==> config.mk <==
export PLATFORM = sky130hd
export DESIGN_NAME = irq_ctrl
export DESIGN_NICKNAME = d
export VERILOG_FILES = /design/src/rtl/irq_ctrl_pkg.sv /design/src/rtl/irq_alarm_unit.sv /design/src/rtl/irq_tick_sel.sv /design/src/rtl/irq_flag_bank.sv /design/src/rtl/irq_ctrl.sv
export SDC_FILE = /design/constraint.sdc
export NUM_CORES = 1
export LEC_CHECK = 0
export ABC_AREA = 1
export CAP_MARGIN = 10
export CORE_ASPECT_RATIO = 1.1
export CORE_MARGIN = 5
export CORE_UTILIZATION = 41
export DETAILED_ROUTE_END_ITERATION = 8
export GPL_TIMING_DRIVEN = 1
export PLACE_DENSITY = 0.81
export SYNTH_ARGS = -nofsm -noshare
export SYNTH_HDL_FRONTEND = slang
export SYNTH_SLANG_ARGS = --single-unit
==> constraint.sdc <==
create_clock -name clk -period 1.2 [get_ports clk]
set_clock_uncertainty 0.15 [all_clocks]
set_input_delay 0.24 -clock clk [delete_from_list [all_inputs] [get_ports clk]]
set_output_delay 0.24 -clock clk [all_outputs]
set_load 0.03 [all_outputs]
==> src/rtl/irq_ctrl_pkg.sv <==
package irq_ctrl_pkg;

    localparam int DATA_W    = 8;
    localparam int RATE_W    = 4;
    localparam int NUM_RATES = 15;

    localparam logic [7:0] ADDR_ALM_SEC = 8'h28;
    localparam logic [7:0] ADDR_ALM_MIN = 8'h29;
    localparam logic [7:0] ADDR_ALM_HR  = 8'h2A;
    localparam logic [7:0] ADDR_STATUS  = 8'h30;
    localparam logic [7:0] ADDR_CTRL    = 8'h32;

    typedef struct packed {
        logic              pwr_en;
        logic              alarm_en;
        logic [RATE_W-1:0] rate;
    } ctrl_t;

    typedef struct packed {
        logic pwr;
        logic tick;
        logic alarm;
    } flags_t;

    typedef struct packed {
        logic [6:0] sec;
        logic [6:0] min;
        logic [5:0] hr;
    } tod_t;

    function automatic tod_t to_tod(input logic [7:0] s, input logic [7:0] m,
                                    input logic [7:0] h);
        tod_t t;
        t.sec = s[6:0];
        t.min = m[6:0];
        t.hr  = h[5:0];
        return t;
    endfunction

    function automatic logic [7:0] status_byte(input flags_t f);
        return {5'b0, f};
    endfunction

    function automatic logic [7:0] ctrl_byte(input ctrl_t c);
        return {2'b0, c};
    endfunction

endpackage

==> src/rtl/irq_alarm_unit.sv <==
module irq_alarm_unit
    import irq_ctrl_pkg::*;
#(
    parameter int DW = DATA_W
) (
    input  logic          clk,
    input  logic          rst,
    input  logic          wr_en,
    input  logic [7:0]    addr,
    input  logic [DW-1:0] wdata,
    input  tod_t          now,
    output logic          alarm_rise
);
    tod_t alm_q;
    logic match;
    logic match_q;

    always_ff @(posedge clk) begin
        if (rst) begin
            alm_q <= '0;
        end else if (wr_en) begin
            case (addr)
                ADDR_ALM_SEC: alm_q.sec <= wdata[6:0];
                ADDR_ALM_MIN: alm_q.min <= wdata[6:0];
                ADDR_ALM_HR:  alm_q.hr  <= wdata[5:0];
                default: ;
            endcase
        end
    end

    always_comb begin
        match = (now.sec == alm_q.sec) && (now.min == alm_q.min) &&
                (now.hr == alm_q.hr);
    end

    // Starts high so a default match out of reset gives no edge.
    always_ff @(posedge clk) begin
        if (rst) match_q <= 1'b1;
        else     match_q <= match;
    end

    assign alarm_rise = match && !match_q;


    alarm_once_chk: assert property (@(posedge clk) disable iff (rst)
        alarm_rise |=> !alarm_rise);

endmodule

==> src/rtl/irq_tick_sel.sv <==
module irq_tick_sel #(
    parameter int NUM_RATES = 15,
    parameter int SEL_W     = $clog2(NUM_RATES + 1)
) (
    input  logic [SEL_W-1:0]     sel,
    input  logic [NUM_RATES-1:0] ticks,
    output logic                 hit
);
    logic [NUM_RATES-1:0] pick;

    generate
        for (genvar g = 0; g < NUM_RATES; g++) begin : g_rate
            assign pick[g] = ticks[g] && (sel == SEL_W'(g + 1));
        end
    endgenerate

    assign hit = |pick;

endmodule

==> src/rtl/irq_flag_bank.sv <==
module irq_flag_bank
    import irq_ctrl_pkg::*;
(
    input  logic   clk,
    input  logic   rst,
    input  flags_t set,
    input  logic   clr,
    output flags_t flags
);
    always_ff @(posedge clk) begin
        if (rst)      flags <= '0;
        else if (clr) flags <= set;
        else          flags <= flags | set;
    end


    clear_on_read_chk: assert property (@(posedge clk) disable iff (rst)
        (clr && set == '0) |=> flags == '0);


    flags_sticky_chk: assert property (@(posedge clk) disable iff (rst)
        !clr |=> ((flags & $past(flags)) == $past(flags)));

endmodule

==> src/rtl/irq_ctrl.sv <==
module irq_ctrl
    import irq_ctrl_pkg::*;
#(
    parameter int DW     = DATA_W,
    parameter int NRATES = NUM_RATES
) (
    input  logic              clk,
    input  logic              rst,
    input  logic              wr_en,
    input  logic              rd_en,
    input  logic [7:0]        addr,
    input  logic [DW-1:0]     wdata,
    output logic [DW-1:0]     rdata,
    input  logic [7:0]        now_sec,
    input  logic [7:0]        now_min,
    input  logic [7:0]        now_hr,
    input  logic [NRATES-1:0] tick_vec,
    input  logic              pwr_fail,
    output logic              irq_low
);
    localparam int SEL_W = $clog2(NRATES + 1);

    ctrl_t  ctrl_q;
    flags_t flags;
    flags_t set;
    logic   alarm_rise;
    logic   tick_hit;
    logic   status_rd;

    always_ff @(posedge clk) begin
        if (rst)                             ctrl_q <= '0;
        else if (wr_en && addr == ADDR_CTRL) ctrl_q <= ctrl_t'(wdata[5:0]);
    end

    irq_alarm_unit #(.DW(DW)) u_alarm (
        .clk        (clk),
        .rst        (rst),
        .wr_en      (wr_en),
        .addr       (addr),
        .wdata      (wdata),
        .now        (to_tod(now_sec, now_min, now_hr)),
        .alarm_rise (alarm_rise)
    );

    irq_tick_sel #(.NUM_RATES(NRATES), .SEL_W(SEL_W)) u_tick (
        .sel   (ctrl_q.rate[SEL_W-1:0]),
        .ticks (tick_vec),
        .hit   (tick_hit)
    );

    always_comb begin
        set.alarm = alarm_rise && ctrl_q.alarm_en;
        set.tick  = tick_hit;
        set.pwr   = pwr_fail && ctrl_q.pwr_en;
    end

    assign status_rd = rd_en && (addr == ADDR_STATUS);

    irq_flag_bank u_flags (
        .clk   (clk),
        .rst   (rst),
        .set   (set),
        .clr   (status_rd),
        .flags (flags)
    );

    always_ff @(posedge clk) begin
        if (rst) begin
            rdata <= '0;
        end else if (rd_en) begin
            case (addr)
                ADDR_STATUS: rdata <= DW'(status_byte(flags));
                ADDR_CTRL:   rdata <= DW'(ctrl_byte(ctrl_q));
                default:     rdata <= '0;
            endcase
        end
    end

    assign irq_low = |flags;


    alarm_gate_chk: assert property (@(posedge clk) disable iff (rst)
        $rose(flags.alarm) |-> $past(ctrl_q.alarm_en));


    pwr_gate_chk: assert property (@(posedge clk) disable iff (rst)
        $rose(flags.pwr) |-> $past(ctrl_q.pwr_en));


    wo_read_zero_chk: assert property (@(posedge clk) disable iff (rst)
        (rd_en && (addr == ADDR_ALM_SEC || addr == ADDR_ALM_MIN ||
                   addr == ADDR_ALM_HR)) |=> rdata == '0);


    rate_off_chk: assert property (@(posedge clk) disable iff (rst)
        (ctrl_q.rate == '0 && !status_rd && !flags.tick) |=> !flags.tick);

endmodule

==> reports/qor.csv, run 1 <==
metric,value,unit
die-area,0.00625,mm²
synth.top_cells.by_count,"nand2_1, inv_1, dfxtp_1",
setup_ws,-0.110,ns
drtPass1Iterations,4,
ys_ff_latch,36,
status,finished with violations,
io_buffers,61,
drv_cap,0,
final-hold-violation-count,0,
wl,6390,µm
die_w,75.8,µm
fmax,764,MHz
grt_max_degree,31,
root_buffer,clkbuf_8,
critPathMaxStageDelay,0.34,ns
finalWeightedCongestion,0.828,
synth_area_leaders,"dfxtp_1, nand2_1, inv_1, a21oi_1, nand3_1",
synth_top_family_by_area,simple AND/OR/NAND/NOR gates,
yosysTopAreaCell,dfxtp_1,
worstSkewPairLatency,0.30,ns
rows,26,
drive_gt1_frac,0.363,
cts.sinks,36,
stdcell_area,0.00323,mm²
htree_levels,2,
multiInputGateArea,0.00119,mm²
ios,69,
dieHeight,82.4,µm
grt_pass1_wl,10000,µm
synthToLayoutAreaGrowth,65.6,%
r2r_end,u_flags.flags[0]$_SDFF_PP0_,
timing.rr.start,u_alarm.alm_q[15]$_SDFFE_PP0P_,
powerDensity,838,mW/mm²
ir_drop,0.644,mV
async_reset_ff_frac,0,
power.leakage,1.35,nW
crit_type,reg -> out,
seq_area_frac_synth,0.369,
fin_nets,445,
nFillCells,356,
rr_worst_depth,6,
drc,0,
crit_arrival,0.92,ns
viasPerCell,5.05,
crit_path_cell_trace,inv_2 > nand3_2 > buf_6,
finalSetupViolCount,3,
synthMuxAreaShare,0,
cts-hold-fix-buffers,0,
crit_buf_inv,2,
globalRouteOverflowTotal,0,
fin_cells,442,
synth_edf_count,0,
finalMaxSlewViolations,0,
drtIter0Drc,74,
post-route-period-util,1.09,
yosysWarnings,0,
antenna_cells,0,
rrSetupSlack,-0.05,ns
via_count,2230,
wl_per_cell,14.4,µm
worstPathRequired,0.81,ns
syn_avg_cell_area,6.88,µm²
crit_slowest_cell,dfxtp_2,
power,2.71,mW
cp-start-kind,flop,
seqCellArea,753,µm²
dp.cells,418,
startpoint,u_flags.flags[2]$_SDFF_PP0_,
clk_pin_slew,0.08,ns
grt_pass1_vias,2326,
synth.most_common_cell,nand2_1,
grtUsageTotal,0.211,
endpoint,irq_low,
syn_inst,284,
synth_compound_area_frac,0.179,
initial_core_util,0.423,
min_path_type,in -> reg,
crit_path_max_fanout,2,
tritoncts,yes,
synth.distinct_cells,29,
fin_crit,1.31,ns
core-area,0.00462,mm²
synth-main-ff-cell,dfxtp_1,
dpl.hpwl,4120,µm
rsz0062_at_grt,yes,
yosys.area_share.simple,0.275,
cp-end-kind,output pin,
cts_buffers,5,
antenna_found_initial,0,
synth_xor_xnor_area_share,0.0493,
synth_top_area_share,0.369,
failed_checks,negative setup slack,
synthAdderAreaFrac,0,
crit_cells,3,
netlist_area,0.00195,mm²
ant_nets,0,
crit_family,flip-flops,
clk_path_buf_depth,2,
postPlaceCellArea,0.00276,mm²
power breakdown:
| group | internal, mW | switching [mW] | total, mW |
|---|---|---|---|
| registers | 1.19 | 0.00218 | 1.19 |
| logic | 0.232 | 0.202 | 0.434 |
| clock network | 0.615 | 0.469 | 1.08 |
| total | 2.04 | 0.673 | 2.71 |
worst min path at each step:
stage,start,endpoint,cells past startpoint
floorplan,rst,rdata[3]$_SDFFE_PP0P_,1
global placement,u_alarm.alm_q[4]$_SDFFE_PP0P_,u_alarm.alm_q[4]$_SDFFE_PP0P_,2
detailed placement,u_alarm.alm_q[10]$_SDFFE_PP0P_,u_alarm.alm_q[10]$_SDFFE_PP0P_,2
CTS,u_alarm.alm_q[10]$_SDFFE_PP0P_,u_alarm.alm_q[10]$_SDFFE_PP0P_,2
global route,addr[6],rdata[5]$_SDFFE_PP0P_,8
finish,now_min[5],u_alarm.match_q$_SDFF_PP1_,6
layer usage:
| metal | share of wire | global-route usage | vias up | wire [µm] |
|---|---|---|---|---|
| li1 | - | - | 1108 | - |
| met1 | 0.38 | 0.226 | 1033 | 2420 |
| met2 | 0.53 | 0.386 | 73 | 3410 |
| met3 | 0.062 | 0.0508 | 16 | 397 |
| met4 | 0.025 | 0.0909 | 0 | 157 |
| met5 | 0 | 0 | - | 0 |
timing repair:
| item | in CTS | in global routing |
|---|---|---|
| setup endpoints to repair | 40 | 25 |
| cloned | 2 | 0 |
| resized for setup | 99 | 47 |
| pin swaps | 34 | 27 |
| setup buffers | 11 | 3 |
cell usage in the layout (no fill, tap or decap), drive strengths merged:
cell           count
nand2             71
buf               52
inv               46
dfxtp             36
a21oi             32
o21ai             32
clkdlybuf4s50     30
nor2              20
nand3             18
dlygate4sd2       12
xnor2              8
clkbuf             7
nand4              5
nor3               4
xor2               3
clkinvlp           2
conb               2
dlymetal6s2s       2
clkdlybuf4s15      2
bufinv             1
clkinv             1
cell type report:
| class | instances | area share |
|---|---|---|
| Inverter | 47 | 0.0573 |
| Clock buffer | 5 | 0.0213 |
| Timing Repair Buffer | 100 | 0.286 |
| Tap cell | 56 | 0.0217 |
| Multi-Input combinational cell | 195 | 0.368 |
| Clock inverter | 3 | 0.0132 |
| Sequential cell | 36 | 0.233 |
through the flow:
stage | hold slack, ns | util | setup TNS (ns) | worst slack [ns]
floorplan | 0.159 | - | 0 | 0.00452
global placement | 0.293 | 0.597 | -19.81 | -0.615
detailed placement | 0.300 | 0.597 | -21.40 | -0.666
CTS | 0.311 | 0.675 | -0.189 | -0.0815
global route | 0.272 | 0.700 | -0.498 | -0.159
finish | 0.263 | 0.700 | -0.237 | -0.110
cells by family after synthesis:
kind of cell | after synthesis
xor+xnor | 11
flops | 36
other cells | 1
simple gates | 116
compound gates | 64
buf+inv | 56
sequential cells by signal, summed over array words and instances, names as in the netlist:
signal / count
ctrl_q: 6
rdata: 6
u_flags.flags: 3
u_alarm.alm_q: 20
u_alarm.match_q: 1
tightest hold or removal path, cell delays in order:
cell and delay [ns]:
dlymetal6s2s_1 0.11, xnor2_1 0.08, nand3_1 0.08, nor2_2 0.05, nand3_1 0.07, nand2_1 0.04
Note: power is estimated with default switching activity, not from simulation.
==> run 2, diff against run 1 <==
Settings changed: CORE_MARGIN 5 to unset.
==> run 2 against run 1 <==
The flow still finishes with violations (negative setup slack). Sequential share of layout area grew 0.17 points. Worst setup slack gained 0.010 ns. Sequential cell count is the same. Non-clock buffer count shrank 3. Clock-buffer cell count grew 2. Clock power shrank 14%. Utilization grew 2.0 points. Die area shrank 19%. Sequential power is essentially flat. Cell count shrank 0.90%. Largest power group unchanged.
==> reports/qor.csv, run 2 (synthesis results as in run 1) <==
metric,value,unit
ios,69,
status,finished with violations,
core-area,0.00444,mm²
grt_pass1_vias,2143,
seqCellArea,751,µm²
drv_cap,0,
die-area,0.00504,mm²
fin_cells,438,
power_frac_comb,0.176,
globalRouteOverflowTotal,0,
synthToLayoutAreaGrowth,63.9,%
top_register,u_alarm.alm_q,
switching_power,635,µW
drtPass1Iterations,4,
multiInputGateArea,0.00118,mm²
tritoncts,yes,
power.leakage,1.33,nW
whs_path_depth,5,
ir_drop,0.543,mV
clk_pin_slew,0.07,ns
p_clk_frac,0.361,
fin_nets,444,
crit_arrival,0.91,ns
cts.sinks,36,
power,2.58,mW
initial_core_util,0.440,
largest_register_ffs,20,
worstSkewPairLatency,0.29,ns
die_w,67.8,µm
wl_per_cell,14.4,µm
grt_max_degree,31,
reg.largest.list,"u_alarm.alm_q (20), ctrl_q (6), rdata (6)",
crit_path_max_fanout,2,
powerDensity,807,mW/mm²
worstPathRequired,0.81,ns
nFillCells,349,
antenna_found_initial,0,
sw_frac_of_total,0.246,
grt_pass1_wl,9130,µm
final_cell_mix,"nand2_1, inv_1, clkdlybuf4s50_1",
rsz0062_at_grt,yes,
critPathMaxStageDelay,0.33,ns
antenna_cells,0,
finalWeightedCongestion,0.873,
io_buffers,61,
cts_buffers,5,
htree_levels,2,
fmax,770,MHz
clk_path_buf_depth,2,
dp.cells,417,
fin_crit,1.30,ns
cp-end-kind,output pin,
failed_checks,negative setup slack,
crit_type,reg -> out,
dieHeight,74.4,µm
ant_nets,0,
final-hold-violation-count,0,
drtIter0Drc,113,
rows,25,
rr_worst_depth,8,
crit_slowest_cell,dfxtp_2,
final_common_cell,nand2_1,
grtUsageTotal,0.245,
finalMaxSlewViolations,0,
min_path_type,in -> reg,
setup_ws,-0.0994,ns
seqPwrFrac,0.463,
drive_gt1_frac,0.357,
crit_path_cell_trace,inv_2 > nand3_2 > buf_6,
cp-start-kind,flop,
via_count,2298,
viasPerCell,5.25,
drc,0,
root_buffer,clkbuf_8,
holdWs,0.302,ns
wl,6320,µm
dpl.hpwl,3870,µm
post-route-period-util,1.08,
internal-power,1.95,mW
finalSetupViolCount,2,
-- run 2: final timing paths --
path | slack, ns | end | from
worst max-delay path | -0.1 | irq_low | u_flags.flags[0]$_SDFF_PP0_
worst min-delay path | 0.30 | u_alarm.alm_q[7]$_SDFFE_PP0P_ | addr[4]
worst max register to register | -0.08 | u_flags.flags[0]$_SDFF_PP0_ | u_alarm.alm_q[6]$_SDFFE_PP0P_
worst min register to register | 0.31 | u_alarm.alm_q[5]$_SDFFE_PP0P_ | u_alarm.alm_q[5]$_SDFFE_PP0P_
-- run 2: through the flow --
stage          utilization  TNS [ns]  setup WS (ns)  instance area [µm²]
6_report             0.721    -0.176        -0.0994                 3200
5_1_grt              0.721    -0.539         -0.168                 3200
4_1_cts              0.692    -0.164        -0.0785                 3070
3_5_place_dp         0.622    -21.23         -0.688                 2760
3_3_place_gp         0.622    -19.86         -0.638                 2760
2_1_floorplan            -         0        0.00452                 1960
-- run 2: final cells by class --
cell class	count	area share
inverters	47	0.0567
clock buffers	7	0.0301
flip-flops and latches	36	0.235
repair buffers	97	0.289
well taps	54	0.0211
multi-input cells	197	0.368
-- run 2: layer usage --
metal | vias to the layer above | global-route usage | part of all wire
li1 | 1107 | - | -
met1 | 1082 | 0.265 | 0.37
met2 | 93 | 0.443 | 0.54
met3 | 16 | 0.0675 | 0.060
met4 | 0 | 0.104 | 0.025
met5 | - | 0 | 0
-- run 2: timing repair --
action / 4_1_cts / 5_1_grt
cloned: 3 / 2
setup buffers: 8 / 2
pin swaps: 30 / 24
endpoints found under the setup margin: 38 / 40
resized for setup: 87 / 38
hold buffers: 0 / 0
hold endpoints to repair: 0 / 0
-- run 2: critical path, delay by kind of cell (launching register included) --
| kind | cells | cell delay, ns |
|---|---|---|
| and+or+nand+nor | 1 | 0.08 |
| buffers and inverters | 2 | 0.20 |
| DFF | 1 | 0.33 |
-- run 2: power by group through the flow --
stage	logic (mW)	clock network, mW	registers (mW)
2_1_floorplan	0.122	0	1.23
3_3_place_gp	0.377	0	1.23
3_5_place_dp	0.383	0	1.23
4_1_cts	0.412	0.940	1.20
5_1_grt	0.485	1.00	1.19
6_report	0.454	0.934	1.20
==> run 3, diff against run 2 <==
Settings changed: CORE_UTILIZATION 41 to 48, PLACE_DENSITY 0.81 to 0.89.
Clock period 1.2 ns to 1.7 ns, I/O delays scaled along.
==> run 3 against run 2 <==
Clock power shrank 33%. The run now ends clean. Via count down 10%. Clock-buffer cell count is 1 higher. Power shrank 32%. Combinational power is 39% lower. Global-route usage fell by 0.45 points. Largest cell class unchanged. Sequential power decreased by 29%. Worst setup slack better by 0.12 ns. Cell count is 5.7% lower.
==> reports/qor.csv, run 3 (synthesis results as in run 1) <==
metric,value,unit
status,"complete, no violations",
crit_type,in -> reg,
core-area,0.00377,mm²
antenna_cells,0,
globalRouteOverflowTotal,0,
largest_register_ffs,20,
powerDensity,626,mW/mm²
rr_worst_depth,8,
setup_ws,0.0238,ns
final-hold-violation-count,0,
die_w,62.8,µm
wl,4870,µm
reg.largest.list,"u_alarm.alm_q (20), ctrl_q (6), rdata (6)",
min_path_type,reg -> reg,
grt_pass1_wl,7890,µm
cts.sinks,36,
drtPass1Iterations,4,
crit_slowest_cell,clkdlybuf4s50_1,
drtIter0Drc,115,
drv_cap,0,
post-route-period-util,0.986,
critPathMaxStageDelay,0.42,ns
final_core_util,0.744,
die-area,0.00433,mm²
cts_buffers,5,
startpoint,addr[7],
rows,23,
final_common_cell,nand2_1,
crit_path_max_fanout,12,
cp-start-kind,input pin,
initial_core_util,0.518,
cp-end-kind,flop,
finalMaxSlewViolations,0,
cts-hold-fix-buffers,0,
finalSetupViolCount,0,
nFillCells,297,
ir_drop,0.725,mV
rsz0062_at_grt,yes,
fmax,597,MHz
grtUsageTotal,0.241,
ios,69,
crit_cells,7,
synthToLayoutAreaGrowth,43.6,%
grt_pass1_vias,1801,
rrSetupSlack,0.32,ns
crit_path_cell_trace,clkdlybuf4s50_1 > nor2_2 > nand2_2 > nor2_4 > nand3_2 > buf_4 > a21oi_1,
seqCellArea,721,µm²
place_ws,-0.288,ns
final_cell_mix,"nand2_1, clkdlybuf4s50_1, inv_1",
wl_per_cell,11.8,µm
worstSkewPairLatency,0.29,ns
r2r_end,u_flags.flags[1]$_SDFF_PP0_,
antenna_found_initial,0,
worstPathRequired,1.77,ns
clk_path_buf_depth,2,
grt_max_degree,31,
crit_family,buffers and inverters,
top_register,u_alarm.alm_q,
ant_nets,0,
root_buffer,clkbuf_8,
multiInputGateArea,0.00101,mm²
crit_arrival,1.75,ns
clk_pin_slew,0.06,ns
dieHeight,68.9,µm
dpl.hpwl,3740,µm
endpoint,u_alarm.alm_q[18]$_SDFFE_PP0P_,
drc,0,
power.leakage,1.17,nW
finalWeightedCongestion,0.861,
timing.rr.start,ctrl_q[0]$_SDFFE_PP0P_,
hold_path.startpoint,u_alarm.alm_q[15]$_SDFFE_PP0P_,
viasPerCell,4.98,
via_count,2058,
io_buffers,61,
crit_buf_inv,2,
htree_levels,2,
tritoncts,yes,
fin_crit,1.68,ns
drive_gt1_frac,0.140,
fin_nets,422,
==> run 3: cell count changes in the layout (fill, tap and decap cells not counted), moves of 9 or more <==
cell,delta
clkdlybuf4s50_1,+20
dfxtp_1,+20
dfxtp_2,-18
buf_6,-13
buf_4,-11
inv_1,+9
==> run 3: stage by stage <==
step	cell area, µm²	hold slack, ns	power [mW]	setup TNS, ns	std cells
finish	2800	0.309	1.75	0	413
detailed placement	2700	0.300	1.14	-7.39	404
floorplan	1960	0.259	0.952	0	285
CTS	2780	0.310	1.75	0	412
global route	2800	0.328	1.82	-0.810	413
global placement	2700	0.293	1.13	-5.05	404
==> run 3: how the worst min path moves through the flow <==
stage                                endpoint  cells past startpoint
5_1_grt         u_alarm.alm_q[5]$_SDFFE_PP0P_                      2
6_report       u_alarm.alm_q[15]$_SDFFE_PP0P_                      2
2_1_floorplan           rdata[3]$_SDFFE_PP0P_                      1
3_5_place_dp   u_alarm.alm_q[15]$_SDFFE_PP0P_                      2
4_1_cts        u_alarm.alm_q[15]$_SDFFE_PP0P_                      2
3_3_place_gp    u_alarm.alm_q[4]$_SDFFE_PP0P_                      2
==> run 3: repair_timing <==
item | CTS | global route
resized for setup | 7 | 9
buffers inserted | 0 | 1
endpoints found under the setup margin | 7 | 23
cloned | 0 | 0
==> run 3: tightest hold or removal path, stage by stage (launching register included) <==
cell and delay (ns):
dfxtp_1 0.32, inv_1 0.05, a21oi_1 0.05
==> run 3: metal layers <==
layer | vias to the layer above | GRT usage | wire length [µm]
li1 | 1054 | - | -
met1 | 910 | 0.269 | 2030
met2 | 81 | 0.432 | 2410
met3 | 13 | 0.0641 | 309
met4 | 0 | 0.119 | 115
met5 | - | 0 | 0
==> run 3: area by class of cell <==
class | instances | area share
repair buffers | 79 | 0.266
flip-flops and latches | 36 | 0.257
clock buffers | 8 | 0.0321
well taps | 50 | 0.0223
inverters | 47 | 0.0634
multi-input cells | 193 | 0.359
==> run 3: power by group <==
part | switching, mW | internal (mW)
registers | 0.00135 | 0.846
clock network | 0.300 | 0.331
logic | 0.113 | 0.163
